$ cat src/rtl/wdt_pkg.sv
package wdt_pkg;
  localparam int          RATE_W   = 3;
  localparam logic [7:0]  KEY_ARM  = 8'h55;
  localparam logic [7:0]  KEY_FIRE = 8'hAA;
  localparam logic        ADDR_CTL = 1'b0;
  localparam logic        ADDR_SVC = 1'b1;
  localparam int          WIN_BIT  = 3;

  // log2 of the terminal count for a nonzero period select
  function automatic int rate_shift(input logic [RATE_W-1:0] rate, input int base);
    if (rate == '0) return base;
    return base + 2 * (int'(rate) - 1);
  endfunction
endpackage

$ cat src/rtl/wdt_prescaler.sv
module wdt_prescaler #(
  parameter int DIV = 4
) (
  input  logic clk,
  input  logic rst_n,
  input  logic run,
  input  logic clear,
  output logic tick
);
  localparam int PW = (DIV > 1) ? $clog2(DIV) : 1;
  localparam logic [PW-1:0] LAST = PW'(DIV - 1);

  logic [PW-1:0] pre_q;

  assign tick = run && (pre_q == LAST);

  always_ff @(posedge clk or negedge rst_n) begin
    if (!rst_n)                pre_q <= '0;
    else if (clear || !run)    pre_q <= '0;
    else if (pre_q == LAST)    pre_q <= '0;
    else                       pre_q <= pre_q + 1'b1;
  end
endmodule

$ cat src/rtl/wdt_period_counter.sv
module wdt_period_counter
  import wdt_pkg::*;
#(
  parameter int BASE_LOG2 = 13
) (
  input  logic              clk,
  input  logic              rst_n,
  input  logic [RATE_W-1:0] rate,
  input  logic              tick,
  input  logic              restart,
  output logic              expire,
  output logic              win_open,
  output logic              cnt_zero
);
  localparam int CW = BASE_LOG2 + 2 * ((1 << RATE_W) - 2) + 1;

  logic [CW-1:0] cnt_q;
  logic [CW-1:0] term;
  logic [CW-1:0] last;
  logic [CW-1:0] open_pt;

  always_comb begin
    term    = {{(CW-1){1'b0}}, 1'b1} << rate_shift(rate, BASE_LOG2);
    last    = term - 1'b1;
    open_pt = term - (term >> 2);
  end

  assign expire   = tick && (cnt_q == last);
  assign win_open = (cnt_q >= open_pt);
  assign cnt_zero = (cnt_q == '0);

  always_ff @(posedge clk or negedge rst_n) begin
    if (!rst_n)       cnt_q <= '0;
    else if (restart) cnt_q <= '0;
    else if (tick)    cnt_q <= cnt_q + 1'b1;
  end
endmodule

$ cat src/rtl/wdt_key_checker.sv
module wdt_key_checker
  import wdt_pkg::*;
(
  input  logic       clk,
  input  logic       rst_n,
  input  logic       enabled,
  input  logic       svc_wr,
  input  logic [7:0] svc_data,
  input  logic       win_mode,
  input  logic       win_open,
  input  logic       clear,
  output logic       svc_ok,
  output logic       svc_bad,
  output logic       armed
);
  logic is_arm, is_fire, too_early, active;

  always_comb begin
    active    = enabled && svc_wr;
    is_arm    = (svc_data == KEY_ARM);
    is_fire   = (svc_data == KEY_FIRE);
    too_early = win_mode && !win_open;
    svc_bad   = active && (too_early || !(is_arm || (is_fire && armed)));
    svc_ok    = active && !svc_bad && is_fire;
  end

  always_ff @(posedge clk or negedge rst_n) begin
    if (!rst_n)                          armed <= 1'b0;
    else if (clear || svc_ok)            armed <= 1'b0;
    else if (active && !svc_bad && is_arm) armed <= 1'b1;
  end
endmodule

$ cat src/rtl/wdt_keyed_watchdog.sv
module wdt_keyed_watchdog
  import wdt_pkg::*;
#(
  parameter int PRE_DIV   = 16,
  parameter int BASE_LOG2 = 13
) (
  input  logic       clk,
  input  logic       rst_n,
  input  logic       bus_we,
  input  logic       bus_addr,
  input  logic [7:0] bus_wdata,
  output logic [7:0] bus_rdata,
  output logic       wdt_rst_req
);
  logic [RATE_W-1:0] rate_q;
  logic              win_q;
  logic              enabled, wr_ctl, wr_svc, rate_change;
  logic              tick, expire, win_open, cnt_zero;
  logic              svc_ok, svc_bad, armed;
  logic              fault, restart;

  assign enabled     = (rate_q != '0);
  assign wr_ctl      = bus_we && (bus_addr == ADDR_CTL);
  assign wr_svc      = bus_we && (bus_addr == ADDR_SVC);
  assign rate_change = wr_ctl && (bus_wdata[RATE_W-1:0] != rate_q);
  // a completed key pair on the expiring tick still counts as in time
  assign fault       = svc_bad || (expire && !svc_ok);
  assign restart     = fault || svc_ok || rate_change || !enabled;

  always_ff @(posedge clk or negedge rst_n) begin
    if (!rst_n) begin
      rate_q <= '0;
      win_q  <= 1'b0;
    end else if (wr_ctl) begin
      rate_q <= bus_wdata[RATE_W-1:0];
      win_q  <= bus_wdata[WIN_BIT];
    end
  end

  always_ff @(posedge clk or negedge rst_n) begin
    if (!rst_n) wdt_rst_req <= 1'b0;
    else        wdt_rst_req <= fault;
  end

  always_comb begin
    bus_rdata = 8'h00;
    if (bus_addr == ADDR_CTL) begin
      bus_rdata[RATE_W-1:0] = rate_q;
      bus_rdata[WIN_BIT]    = win_q;
    end
  end

  wdt_prescaler #(.DIV(PRE_DIV)) u_pre (
    .clk(clk), .rst_n(rst_n), .run(enabled), .clear(restart), .tick(tick)
  );

  wdt_period_counter #(.BASE_LOG2(BASE_LOG2)) u_cnt (
    .clk(clk), .rst_n(rst_n), .rate(rate_q), .tick(tick), .restart(restart),
    .expire(expire), .win_open(win_open), .cnt_zero(cnt_zero)
  );

  wdt_key_checker u_key (
    .clk(clk), .rst_n(rst_n), .enabled(enabled), .svc_wr(wr_svc),
    .svc_data(bus_wdata), .win_mode(win_q), .win_open(win_open),
    .clear(fault || rate_change || !enabled),
    .svc_ok(svc_ok), .svc_bad(svc_bad), .armed(armed)
  );
endmodule

$ cat config.mk
export PLATFORM = sky130hd
export DESIGN_NAME = wdt_keyed_watchdog
export DESIGN_NICKNAME = d
export VERILOG_FILES = /design/src/rtl/wdt_pkg.sv /design/src/rtl/wdt_prescaler.sv /design/src/rtl/wdt_period_counter.sv /design/src/rtl/wdt_key_checker.sv /design/src/rtl/wdt_keyed_watchdog.sv
export SDC_FILE = /design/constraint.sdc
export NUM_CORES = 1
export LEC_CHECK = 0
export BUFFER_PORTS_ARGS = -buffer_cell sky130_fd_sc_hd__buf_2
export CAP_MARGIN = 40
export CORE_UTILIZATION = 55
export CTS_CLUSTER_DIAMETER = 40
export CTS_CLUSTER_SIZE = 25
export DETAILED_ROUTE_END_ITERATION = 12
export GPL_TIMING_DRIVEN = 1
export PLACE_DENSITY = 0.71
export SETUP_SLACK_MARGIN = 0.3
export SLEW_MARGIN = 10
export SYNTH_ARGS = -nofsm -noshare
export SYNTH_HDL_FRONTEND = slang
export SYNTH_SLANG_ARGS = --single-unit
$ cat constraint.sdc
create_clock -name clk -period 17.6 [get_ports clk]
set_input_delay 0.88 -clock clk [delete_from_list [all_inputs] [get_ports clk]]
set_output_delay 0.88 -clock clk [all_outputs]
set_load 0.01 [all_outputs]
==> metrics.txt <==
post-synthesis cell count=489; Distinct cells, synth=74; post-route ant nets=0; Power Dens Cells=76.0 mW/mm2; pre-CTS WS=10.34 ns; placed cell area=0.00454 mm2; crit path DAT=7.48 ns; status=complete, no violations; crit share post-route=0.417; P&R area growth vs syn=5.39%; Fmax=136 MHz; CP Capture Type=flop; Tmin final=7.35 ns; Post-CTS Setup Repair Bufs=0; IO Pins=21; final hold vios=0; overall via count from detail_route=3649; Synth Warn #=0; sequential area share after synthesis=0.205; Hold/Removal Path Class=reg -> reg; maximum number of pins on one net before global-route repair=37; clock edge transition at the registers on the reported setup and hold paths=0.07 ns; Tot Pwr=351 uW; Core ar.=0.00773 mm2; Leak Pwr=2.08 nW; vias in the first global route=3613; NumNets Final=582; most instantiated cells after synthesis=67 x ha_1, 36 x dfrtp_1, 36 x inv_1, 32 x nand2_1, 27 x xnor2_1; Post-route DRC=0; leading area contributor after synthesis=dfrtp_1; setup TNS=0 ns; maximum vdd ir drop=69.8 uV; Final Wtd Congestion=0.914; post-CTS sizing=0; number of enable flip-flop cells after synthesis=0; GR Overflow Total=0; DIE HEIGHT=91.3 um; CTS Sinks=36; Max-slew headroom=0.414; most common cell in the netlist=ha_1; Critical Path Start Type=flop; drt pass-1 iters=4; worst path required time=17.73 ns; DP HPWL=8.63 mm; Setup violations, final=0; Avg Cell Area, Syn=8.97 um2; count of input and output buffers=16; hold-fix buffers at CTS=0; Post-synth ARST share=1.00; max-slew violations=0; Die Width=91.3 um; top fanout value on the critical path=16; Clock Root Buffer=clkbuf_8; Global Route Usage Sum=0.274; Synth Register Bits=36; main flop type after synthesis=dfrtp_1; WL per Instance=17.9 um; total CTS buffers=5; initial DRC count=195; Min Hold Slack=0.476 ns; # rows=32; Antenna diodes=0; fillcell total=684; CTS tree=built; Vias/cell=6.04; # H-tree levels=2; clock skew=0.00863 ns; Initial Util=0.568; worst-margin pin slew=0.870 ns; share of layout cells above drive strength 1=0.141; Area contributors post-synth=dfrtp_1 21%, ha_1 19%, xnor2_1 5.4%, nor4_2 5.1%, xor2_1 4.8%; worst-case clock buffer depth=2; top-area cell type share of the netlist area=0.205; Max Cap Viol=0; global-route wire length before repair=18.1 mm; Final Instance Area=0.00462 mm2; RSZ-0062 raised after global routing=no; initial antenna violation count=0; PnR worst setup slack=10.25 ns; Worst-Skew Late Latency=0.29 ns; R2R Setup Slk=10.25 ns; critical path class=reg -> reg; Mapped Area=0.00439 mm2; WL final=10.8 mm; Die ar.=0.00833 mm2
-- layout make-up --
class / count / area, um2 / share of cell area
Timing Repair Buffer: 20 / 150 / 0.0325
Sequential cell: 36 / 901 / 0.195
Inverter: 37 / 139 / 0.0300
Tap cell: 102 / 128 / 0.0276
Clock buffer: 5 / 68.8 / 0.0149
Multi-Input combinational cell: 402 / 3220 / 0.697
Clock inverter: 2 / 12.5 / 0.00271
-- layout by cell type, fill, tap and decap left out, types with 3 or more instances in the layout --
cell,Yosys,layout
nor4_1,11,11
nand2_1,32,32
ha_1,67,67
xor2_1,24,24
and4_1,3,3
clkbuf_8,3,5
nor2b_1,8,8
and3_1,8,8
and2_1,3,3
and3b_1,3,3
nor4_2,18,18
buf_2,0,16
or3_1,3,3
a21oi_1,24,24
dfrtp_1,36,36
a31oi_1,5,4
o21bai_1,7,7
nor2_1,20,20
or2_2,3,3
nand2b_1,6,6
o21ai_0,19,19
nand3_1,20,20
inv_1,36,36
conb_1,1,4
a21boi_0,3,3
a21o_1,5,5
a2111oi_0,3,3
xnor2_1,27,27
mux2i_1,5,5
nor4bb_1,3,3
nor3_1,9,9
nand4_1,13,13
-- cells by family (layout without fill, tap and decap cells) --
family / after synthesis / after routing / share of synthesized area
xor gates and xnor gates: 51 / 51 / 0.102
AOI/OAI and AO/OA: 85 / 85 / 0.133
adders and majority gates: 68 / 68 / 0.196
other: 1 / 4 / 0.000855
muxes: 7 / 7 / 0.0165
buffers and inverters: 54 / 64 / 0.0656
DFF: 36 / 36 / 0.205
and+or+nand+nor: 187 / 187 / 0.281
-- sequential cells by signal, summed over array words and instances (netlist names) --
register	count
u_pre.pre_q	4
u_cnt.cnt_q	26
win_q	1
wdt_rst_req	1
rate_q	3
u_key.armed	1
-- metal layers --
layer,routed length [um],vias to the layer above,track usage
li1,-,1792,-
met1,5140,1761,0.391
met2,5010,84,0.443
met3,506,12,0.0218
met4,168,0,0.0807
met5,0,-,0
-- through the flow --
step | instances | util
final | 604 | 0.598
after global routing | 604 | 0.598
after CTS | 604 | 0.598
after detailed placement | 597 | 0.588
after global placement | 595 | 0.580
after floorplan | 492 | -
-- critical path, cell delays in order, from the launching register on --
cell and delay [ns]:
dfrtp_1 0.48, nor3_1 0.57, o21ai_0 0.21, ha_1 0.24, or4_4 0.53, or2_2 0.33, nor2_1 0.37, inv_1 0.24
ha_1 0.36, o21bai_1 0.08, a21oi_1 0.30, o21ai_0 0.14, a31o_2 0.27, a21oi_1 0.16, nor2b_1 0.08, o41a_1 0.35
xnor2_1 0.14, ha_1 0.29, nand4_1 0.14, a2111oi_0 0.10, a2111oi_0 0.43, nand4b_1 0.38, a31oi_4 0.71, buf_16 0.24
nor4_2 0.06
-- path summary, 6_finish.rpt --
check                                   to      startpoint  cells after the start
max in group asynchronous   u_cnt.cnt_q[4]           rst_n                      1
max reg2reg                u_cnt.cnt_q[13]       rate_q[2]                     24
min in group asynchronous  u_cnt.cnt_q[23]           rst_n                      1
max                        u_cnt.cnt_q[13]       rate_q[2]                     24
min                         u_pre.pre_q[0]  u_pre.pre_q[0]                      1
min reg2reg                 u_pre.pre_q[0]  u_pre.pre_q[0]                      1
-- power breakdown --
| group | leakage (nW) | total, mW | switching, mW | internal [mW] |
|---|---|---|---|---|
| Combinational | 1.55 | 0.208 | 0.122 | 0.0855 |
| Sequential | 0.493 | 0.0878 | 0.00265 | 0.0851 |
| Clock | 0.0400 | 0.0558 | 0.0290 | 0.0268 |
| Total | 2.08 | 0.351 | 0.154 | 0.197 |
Power figures use the tool's default switching activity.
